### config.mk
export PLATFORM = sky130hd
export DESIGN_NAME = ddr_init_seq
export DESIGN_NICKNAME = d
export VERILOG_FILES = /design/src/rtl/ddr_init_pkg.sv /design/src/rtl/init_wait_timer.sv /design/src/rtl/init_cmd_encode.sv /design/src/rtl/ddr_init_seq.sv
export SDC_FILE = /design/constraint.sdc
export NUM_CORES = 1
export LEC_CHECK = 0
export BUFFER_PORTS_ARGS = -buffer_cell sky130_fd_sc_hd__buf_2
export CAP_MARGIN = 20
export CORE_UTILIZATION = 56
export DETAILED_ROUTE_END_ITERATION = 12
export PLACE_DENSITY = 0.76
export SYNTH_ARGS = -nofsm -noshare
export SYNTH_HDL_FRONTEND = slang
export SYNTH_SLANG_ARGS = --single-unit
### constraint.sdc
create_clock -name clk -period 4.99 [get_ports clk]
set_clock_uncertainty 0.15 [all_clocks]
set_input_delay 0.2495 -clock clk [delete_from_list [all_inputs] [get_ports clk]]
set_output_delay 0.2495 -clock clk [all_outputs]
set_load 0.02 [all_outputs]
### src/rtl/ddr_init_pkg.sv
package ddr_init_pkg;

    typedef enum logic [3:0] {
        ST_STARTUP,
        ST_CKE_ON,
        ST_PRE_A,
        ST_PRE_A_GAP,
        ST_EXT_MR,
        ST_EXT_MR_GAP,
        ST_DLL_MR,
        ST_DLL_MR_GAP,
        ST_PRE_B,
        ST_PRE_B_GAP,
        ST_REF,
        ST_REF_GAP,
        ST_OP_MR,
        ST_FINAL,
        ST_READY
    } seq_state_e;

    typedef enum logic [1:0] {
        CMD_NOP,
        CMD_PRE,
        CMD_REF,
        CMD_MRS
    } ddr_cmd_e;

    // Address bit that resets the DLL in the base mode word.
    localparam int DLL_RESET_BIT = 8;
    // Address bit that widens a precharge to all banks.
    localparam int PRE_ALL_BIT   = 10;
    // Extended-mode bit that disables the DLL when set.
    localparam int DLL_OFF_BIT   = 0;

endpackage

### src/rtl/init_wait_timer.sv
module init_wait_timer #(
    parameter int unsigned W       = 8,
    parameter logic [W-1:0] RST_VAL = '0
) (
    input  logic         clk,
    input  logic         rst_n,
    input  logic         load,
    input  logic [W-1:0] load_val,
    output logic         expired
);

    logic [W-1:0] cnt_q;

    // Down-counter that parks at zero; a load wins over the decrement.
    always_ff @(posedge clk or negedge rst_n) begin
        if (!rst_n) begin
            cnt_q <= RST_VAL;
        end else if (load) begin
            cnt_q <= load_val;
        end else if (cnt_q != '0) begin
            cnt_q <= cnt_q - 1'b1;
        end
    end

    assign expired = (cnt_q == '0);

endmodule

### src/rtl/init_cmd_encode.sv
module init_cmd_encode
    import ddr_init_pkg::*;
(
    input  ddr_cmd_e cmd,
    output logic     cs_n,
    output logic     ras_n,
    output logic     cas_n,
    output logic     we_n
);

    always_comb begin
        unique case (cmd)
            CMD_PRE: {cs_n, ras_n, cas_n, we_n} = 4'b0010;
            CMD_REF: {cs_n, ras_n, cas_n, we_n} = 4'b0001;
            CMD_MRS: {cs_n, ras_n, cas_n, we_n} = 4'b0000;
            default: {cs_n, ras_n, cas_n, we_n} = 4'b0111;
        endcase
    end

endmodule

### src/rtl/ddr_init_seq.sv
module ddr_init_seq
    import ddr_init_pkg::*;
#(
    parameter int unsigned T_STARTUP     = 40000,
    parameter int unsigned T_RP          = 3,
    parameter int unsigned T_MRD         = 2,
    parameter int unsigned T_RFC         = 15,
    parameter int unsigned T_DLL         = 200,
    parameter int unsigned N_REF         = 2,
    parameter int unsigned BA_W          = 2,
    parameter int unsigned ADDR_W        = 13,
    parameter logic [ADDR_W-1:0] MODE_WORD     = 13'h062,
    parameter logic [ADDR_W-1:0] EXT_MODE_WORD = 13'h000
) (
    input  logic              clk,
    input  logic              rst_n,
    output logic              cke,
    output logic              cs_n,
    output logic              ras_n,
    output logic              cas_n,
    output logic              we_n,
    output logic [BA_W-1:0]   ba,
    output logic [ADDR_W-1:0] addr,
    output logic              init_done
);

    // Every recovery count must be at least 2: one command cycle plus one or more NOPs.
    localparam int unsigned GAP_MAX_A = (T_STARTUP > T_RFC) ? T_STARTUP : T_RFC;
    localparam int unsigned GAP_MAX_B = (T_RP > T_MRD) ? T_RP : T_MRD;
    localparam int unsigned GAP_MAX   = (GAP_MAX_A > GAP_MAX_B) ? GAP_MAX_A : GAP_MAX_B;
    localparam int unsigned GAP_W     = $clog2(GAP_MAX + 1);
    localparam int unsigned DLL_W     = $clog2(T_DLL + 1);
    localparam int unsigned REF_W     = $clog2(N_REF + 1);

    localparam logic [ADDR_W-1:0] ONE_BIT       = {{(ADDR_W-1){1'b0}}, 1'b1};
    localparam logic [ADDR_W-1:0] DLL_RST_MASK  = ONE_BIT << DLL_RESET_BIT;
    localparam logic [ADDR_W-1:0] DLL_OFF_MASK  = ONE_BIT << DLL_OFF_BIT;
    localparam logic [ADDR_W-1:0] PRE_ALL_ADDR  = ONE_BIT << PRE_ALL_BIT;
    localparam logic [ADDR_W-1:0] MR_DLL_RESET  = MODE_WORD | DLL_RST_MASK;
    localparam logic [ADDR_W-1:0] MR_OPERATE    = MODE_WORD & ~DLL_RST_MASK;
    localparam logic [ADDR_W-1:0] EMR_DLL_ON    = EXT_MODE_WORD & ~DLL_OFF_MASK;
    localparam logic [BA_W-1:0]   BA_BASE_MR    = '0;
    localparam logic [BA_W-1:0]   BA_EXT_MR     = {{(BA_W-1){1'b0}}, 1'b1};

    localparam logic [GAP_W-1:0]  START_LOAD    = GAP_W'(T_STARTUP - 1);
    localparam logic [GAP_W-1:0]  RP_LOAD       = GAP_W'(T_RP - 2);
    localparam logic [GAP_W-1:0]  MRD_LOAD      = GAP_W'(T_MRD - 2);
    localparam logic [GAP_W-1:0]  RFC_LOAD      = GAP_W'(T_RFC - 2);
    localparam logic [DLL_W-1:0]  DLL_LOAD      = DLL_W'(T_DLL - 2);

    seq_state_e       state_q, state_d;
    logic [REF_W-1:0] ref_cnt_q;
    logic             gap_load;
    logic [GAP_W-1:0] gap_val;
    logic             gap_exp;
    logic             dll_load;
    logic             dll_exp;
    ddr_cmd_e         cmd;

    // Shared recovery timer; its reset value covers the start-up wait.
    init_wait_timer #(
        .W       (GAP_W),
        .RST_VAL (START_LOAD)
    ) u_gap_timer (
        .clk      (clk),
        .rst_n    (rst_n),
        .load     (gap_load),
        .load_val (gap_val),
        .expired  (gap_exp)
    );

    // DLL lock interval runs beside the rest of the script.
    init_wait_timer #(
        .W       (DLL_W),
        .RST_VAL ('0)
    ) u_dll_timer (
        .clk      (clk),
        .rst_n    (rst_n),
        .load     (dll_load),
        .load_val (DLL_LOAD),
        .expired  (dll_exp)
    );

    init_cmd_encode u_encode (
        .cmd   (cmd),
        .cs_n  (cs_n),
        .ras_n (ras_n),
        .cas_n (cas_n),
        .we_n  (we_n)
    );

    // Next state and timer loads.
    always_comb begin
        state_d  = state_q;
        gap_load = 1'b0;
        gap_val  = MRD_LOAD;
        dll_load = 1'b0;
        unique case (state_q)
            ST_STARTUP:    if (gap_exp) state_d = ST_CKE_ON;
            ST_CKE_ON:     state_d = ST_PRE_A;
            ST_PRE_A: begin
                state_d  = ST_PRE_A_GAP;
                gap_load = 1'b1;
                gap_val  = RP_LOAD;
            end
            ST_PRE_A_GAP:  if (gap_exp) state_d = ST_EXT_MR;
            ST_EXT_MR: begin
                state_d  = ST_EXT_MR_GAP;
                gap_load = 1'b1;
                gap_val  = MRD_LOAD;
            end
            ST_EXT_MR_GAP: if (gap_exp) state_d = ST_DLL_MR;
            ST_DLL_MR: begin
                state_d  = ST_DLL_MR_GAP;
                gap_load = 1'b1;
                gap_val  = MRD_LOAD;
                dll_load = 1'b1;
            end
            ST_DLL_MR_GAP: if (gap_exp) state_d = ST_PRE_B;
            ST_PRE_B: begin
                state_d  = ST_PRE_B_GAP;
                gap_load = 1'b1;
                gap_val  = RP_LOAD;
            end
            ST_PRE_B_GAP:  if (gap_exp) state_d = ST_REF;
            ST_REF: begin
                state_d  = ST_REF_GAP;
                gap_load = 1'b1;
                gap_val  = RFC_LOAD;
            end
            ST_REF_GAP: begin
                if (gap_exp) begin
                    state_d = (ref_cnt_q == REF_W'(N_REF)) ? ST_OP_MR : ST_REF;
                end
            end
            ST_OP_MR: begin
                state_d  = ST_FINAL;
                gap_load = 1'b1;
                gap_val  = MRD_LOAD;
            end
            ST_FINAL:      if (gap_exp && dll_exp) state_d = ST_READY;
            ST_READY:      state_d = ST_READY;
            default:       state_d = ST_STARTUP;
        endcase
    end

    // State register and refresh tally.
    always_ff @(posedge clk or negedge rst_n) begin
        if (!rst_n) begin
            state_q   <= ST_STARTUP;
            ref_cnt_q <= '0;
        end else begin
            state_q <= state_d;
            if (state_q == ST_REF) begin
                ref_cnt_q <= ref_cnt_q + 1'b1;
            end
        end
    end

    // Moore outputs decoded from the state register.
    always_comb begin
        cke       = (state_q != ST_STARTUP);
        init_done = (state_q == ST_READY);
        cmd       = CMD_NOP;
        ba        = '0;
        addr      = '0;
        unique case (state_q)
            ST_PRE_A, ST_PRE_B: begin
                cmd  = CMD_PRE;
                addr = PRE_ALL_ADDR;
            end
            ST_EXT_MR: begin
                cmd  = CMD_MRS;
                ba   = BA_EXT_MR;
                addr = EMR_DLL_ON;
            end
            ST_DLL_MR: begin
                cmd  = CMD_MRS;
                ba   = BA_BASE_MR;
                addr = MR_DLL_RESET;
            end
            ST_OP_MR: begin
                cmd  = CMD_MRS;
                ba   = BA_BASE_MR;
                addr = MR_OPERATE;
            end
            ST_REF:  cmd = CMD_REF;
            default: cmd = CMD_NOP;
        endcase
    end

endmodule

# [Yosys cells after proc, flatten, opt, wreduce, memory -nomap -nowiden]
# Index checks and enable logic that the tools add are counted.
# Widths: inputs -> output; s select.
[word_totals] ff_bits=30 latchBits=0 ramBits=0 rom_bits=0 out_inout_bits=21 n_memories=0
[op_classes] addsub=3 mul=0 div=0 n_lt_le_gt_ge=0 eq_ne=25 shift=0 muxes=22 bitwise_logic=0 n_reduce_logical=16
[op_table] cell="$pmux 4 s15" count=1
[op_table] cell="$pmux 11 s3" count=1
[op_table] cell="$mux 16" count=2
[op_table] cell="$eq 4x4->1 const B" count=7
[op_table] cell="$mux 4" count=7
[op_table] cell="$eq 4x3->1 const B" count=4
[op_table] cell="$logic_not 16->1" count=1
[op_table] cell="$mux 8" count=2
[op_table] cell="$reduce_bool 16->1" count=1
[op_table] cell="$sub 16x1->16 const B" count=1
[op_table] cell="$ne 2x2->1 const B" count=7
[op_table] cell="$eq 4x2->1 const B" count=2
[op_table] cell="$logic_not 8->1" count=1
[op_table] cell="$pmux 4 s2" count=1
[op_table] cell="$reduce_bool 8->1" count=1
[op_table] cell="$sub 8x1->8 const B" count=1
[op_table] cell="$reduce_and 7->1" count=1
[op_table] cell="$eq 2x2->1 const B" count=3
[op_table] cell="$mux 1" count=6
[op_table] cell="$pmux 2 s3" count=1
[op_table] cell="$reduce_or 2->1" count=3
[op_table] cell="$reduce_or 3->1" count=2
[op_table] cell="$reduce_or 6->1" count=1
[op_table] cell="$eq 4x1->1 const B" count=1
[op_table] cell="7 further kinds" count=8

# [Longest topological paths before layout]
[logic_depth] word_depth=6 mapped_depth=8

# [Modules after synthesis]
# Synthesis repeated with hierarchy kept, for this count alone.
[unflattened] hier_cells=230 area_unflattened_um2=2082.0
[modules_own_cells] mod="init_wait_timer (u_gap_timer)" n_inst=1 cells_each=104 area_per_inst_um2=1018.5
[modules_own_cells] mod="ddr_init_seq" n_inst=1 cells_each=67 area_per_inst_um2=564.3
[modules_own_cells] mod="init_wait_timer (u_dll_timer)" n_inst=1 cells_each=54 area_per_inst_um2=476.7
[modules_own_cells] mod="init_cmd_encode" n_inst=1 cells_each=5 area_per_inst_um2=22.5

# [Worst setup path after synthesis]
# No wires, ideal clock.
[synth_timing] path_type="register to register" startpoint="register u_gap_timer.cnt_q[0]" endpoint="register u_gap_timer.cnt_q[9]" arrival_ns=1.939 required_time_ns=4.762 slack_ns=2.823 stages_incl_launch_ff=8 path_buffers=1 cell_sequence="dfstp_2 inv_1 ha_1 or3b_1 and4b_1 buf_2 or4_1 a21oi_1"
[synth_between] elab_chain_cells=3
[synth_lines] element="from (decl)" line_no="init_wait_timer.sv:12" rtl="logic [W-1:0] cnt_q;"
[synth_lines] element="from (signal assigned)" line_no="init_wait_timer.sv:19" rtl="cnt_q <= load_val;"
[synth_lines] element="from (signal assigned)" line_no="init_wait_timer.sv:21" rtl="cnt_q <= cnt_q - 1'b1;"
[synth_lines] element="$sub 16x1->16" line_no="init_wait_timer.sv:21"
[synth_lines] element="$mux 16" line_no="init_wait_timer.sv:20" rtl="end else if (cnt_q != '0) begin"
[synth_lines] element="$mux 16" line_no="init_wait_timer.sv:18" rtl="end else if (load) begin"
# Parallel ways exist; a longest one is shown, timed or not. The select of a mux whose other input is x is not followed.
# A chain may end at the register's enable or synchronous reset.

# [Worst setup path in the final report]
[layout_timing] startpoint="register state_q[1]" endpoint="output port ras_n"
[layout_between] elab_chain_cells=6
[layout_lines] element="from (decl)" line_no="ddr_init_seq.sv:51" rtl="seq_state_e state_q, state_d;"
[layout_lines] element="from (signal assigned)" line_no="ddr_init_seq.sv:153" rtl="state_q <= state_d;"
[layout_lines] element="$eq 4x4->1 (tied with other cells)" line_no="ddr_init_seq.sv:167" rtl="unique case (state_q)"
[layout_lines] element="$reduce_or 3->1 (no source line) or $reduce_or 2->1 (tied branches)"
[layout_lines] element="$pmux 2 s3 *" line_no="ddr_init_seq.sv:167"
[layout_lines] element="$eq 2x2->1 or $eq 2x1->1 (tied branches)" line_no="init_cmd_encode.sv:12" rtl="unique case (cmd)"
[layout_lines] element="$reduce_or 3->1 (no source line) *"
[layout_lines] element="$mux 1 *" line_no="init_cmd_encode.sv:12"
[layout_lines] element="to (decl)" line_no="ddr_init_seq.sv:19" rtl="output logic ras_n,"
# Mark *: on every way between the ends. The rest lies on a longest branch, timed or not.

==> out/results.txt <==
pin count of the biggest net entering global routing = 31
top-area cell type share of the netlist area = 0.273
Post-synth ARST share = 1.00
Slew Limit Fails = 0
Most used DFF post-synth = dfrtp_1
Worst-Margin Slew = 0.690 ns
GPL Wtd Cong = 0.836
# fillers = 268
max cap viols = 0
Final Non-Filler Cells = 261
placed instance count = 252
Max Clk Rate = 396 MHz
Worst Hold Class = in -> async
PortBufs = 12
Antenna Nets Post-Route = 0
ant diodes = 0
CTS H-tree depth = 2
initial antenna violation count = 0
Num CTS Buffers = 5
Yosys cell types = 43
vias in the first global route = 1321
Initial Util = 0.596
Placeable Area = 3080 µm²
CP Launch Type = flip-flop
critical path class = reg -> out
area leader, netlist = dfrtp_1
WL per Instance = 12.8 µm
Post-synth EDFFs = 0
final period utilization = 0.506
CP Buf/Inv Count = 2
Die Wd = 59.2 µm
cell depth of the worst flop-to-flop path = 7
largest cells by area after synthesis = dfrtp_1 27%, dfstp_2 14%, xnor2_1 5.7%
CP max stage cell = dfrtp_1
Mapped Area = 1830 µm²
area of the die = 3510 µm²
detailed-route via count = 1450
area delta synth->final = 5.05%
Static Leak = 0.000866 µW
Reg clk slew, reported paths = 0.09 ns
YS warnings = 0
First DRT Iteration DRCs = 53
crit-path cells = nor2b_1 > nand3_1 > nand2_1 > inv_1 > buf_2
critical path's largest stage delay = 0.57 ns
VDD IR max = 0.118 mV
CP max FO = 14
post-synthesis register bit count = 30
Setup crit end kind = output pin
DRC = 0
Remaining Overflow, GRT = 0
outcome = finished, final reports clean
total track usage = 0.225
sequential share of the synthesized area = 0.416
share of post-route cells with drive strength above 1 = 0.147
Hold Vio Cnt, Final = 0
worst-skew pair later-pin latency = 0.33 ns
Top delay family on crit path = simple AND/OR/NAND/NOR gates
IO Pins = 23
drt first pass iters = 4
Gate Count Post-Synth = 208
clk buf depth = 2
CTS resizes = 0
Nets = 222
min cycle time layout = 2.53 ns
Crit path depth = 5
Clock Sinks = 30
setup violators final = 0
RSZ-0062 raised after global routing = false
Pwr Total = 405 µW
# Post-CTS Setup Buffers = 0
Worst Path Required = 4.59 ns
Critical Path AT = 2.13 ns
Die Y = 59.2 µm
PD cells = 210 nW/µm²
Syn Area/Cell = 8.81 µm²
DP Wirelength = 2.41 mm
slew margin rel. = 0.533
hold buffers post-CTS = 1
Final Util = 0.626
first-pass GRT wire length = 5.87 mm
Routed WL = 3.33 mm
Rows = 20
CTS tree = done
clock root buffer = clkbuf_4
Via-to-Cell Ratio = 5.56
Final TNS setup = 0 ns
-- cells in the mapped netlist, drive strengths merged, types with 2 or more instances --
master  count
nand2      21
or3         7
clkbuf      7
nor2b       2
xnor2      12
nor2       24
dfstp      10
a211oi      4
xor2        5
o21ai       9
or4         3
inv        10
dfrtp      20
nor4       11
ha          4
mux2i       2
nor3       11
buf        14
nand2b      3
nand3       3
a21oi       7
and2        2
-- path summary, 6_finish.rpt --
| kind | start | to | slack (ns) |
|---|---|---|---|
| max in group asynchronous | rst_n | ref_cnt_q[0]$_DFFE_PN0P_ | 3.95 |
| max reg2reg | u_gap_timer.cnt_q[0]$_DFFE_PN1P_ | u_gap_timer.cnt_q[10]$_DFFE_PN1P_ | 2.66 |
| min in group clk | ref_cnt_q[0]$_DFFE_PN0P_ | ref_cnt_q[0]$_DFFE_PN0P_ | 0.35 |
| min | rst_n | u_gap_timer.cnt_q[8]$_DFFE_PN0P_ | 0.32 |
| min reg2reg | ref_cnt_q[0]$_DFFE_PN0P_ | ref_cnt_q[0]$_DFFE_PN0P_ | 0.35 |
| max | state_q[1]$_DFFE_PN0P_ | ras_n | 2.46 |
-- metal layers --
layer | vias up | GRT usage | routed length [µm]
li1 | 716 | - | -
met1 | 698 | 0.287 | 1510
met2 | 30 | 0.356 | 1620
met3 | 6 | 0.0655 | 138
met4 | 0 | 0.0918 | 63
met5 | - | 0 | 0
-- stage by stage --
stage	hold slack (ns)	cell area, µm²	worst slack, ns
floorplan	-0.196	1870	2.82
global placement	0.156	1860	2.75
detailed placement	0.167	1860	2.67
CTS	0.332	1930	2.43
global route	0.372	1930	2.18
finish	0.318	1930	2.46
-- power by group --
part | switching [µW] | internal [µW]
logic | 11.2 | 0.783
registers | 0 | 243
clock network | 81.8 | 68.2
-- layout by cell type (no fill, tap or decap), types with 4 or more instances in the layout --
cell type / Yosys / layout
a21oi_1: 7 / 7
a211oi_1: 4 / 4
dfstp_2: 10 / 10
inv_1: 10 / 10
buf_2: 2 / 12
nand2_1: 20 / 20
clkbuf_4: 0 / 5
or3_1: 6 / 6
nor4_1: 10 / 10
xor2_1: 5 / 5
xnor2_1: 12 / 12
conb_1: 1 / 10
ha_1: 4 / 4
dfrtp_1: 20 / 20
o21ai_0: 9 / 9
nor3_1: 11 / 11
nor2_1: 24 / 24
-- registers in the layout, summed over array words and instances (netlist names) --
register and count:
u_gap_timer.cnt_q 16, state_q 4, u_dll_timer.cnt_q 8, ref_cnt_q 2
-- final cells by class --
| type | count | area [µm²] | share of cell area |
|---|---|---|---|
| clock buffer | 7 | 55.1 | 0.0286 |
| clock inverter | 1 | 5.00 | 0.00260 |
| inverter | 10 | 37.5 | 0.0195 |
| multi-input combinational | 156 | 940 | 0.488 |
| sequential | 30 | 763 | 0.396 |
| tap | 44 | 55.1 | 0.0286 |
| timing repair buffer | 13 | 70.1 | 0.0364 |
-- cell families (layout without fill, tap and decap cells) --
logic type | count (synthesis) | count (layout) | synth area share
DFF | 30 | 30 | 0.416
adders and majority gates | 4 | 4 | 0.0273
other | 1 | 10 | 0.00205
buffers and inverters | 31 | 31 | 0.0894
xor gates and xnor gates | 17 | 17 | 0.0812
and+or+nand+nor | 95 | 95 | 0.277
AOI/OAI and AO/OA | 28 | 28 | 0.0956
muxes | 2 | 2 | 0.0109
Power figures use the tool's default switching activity.
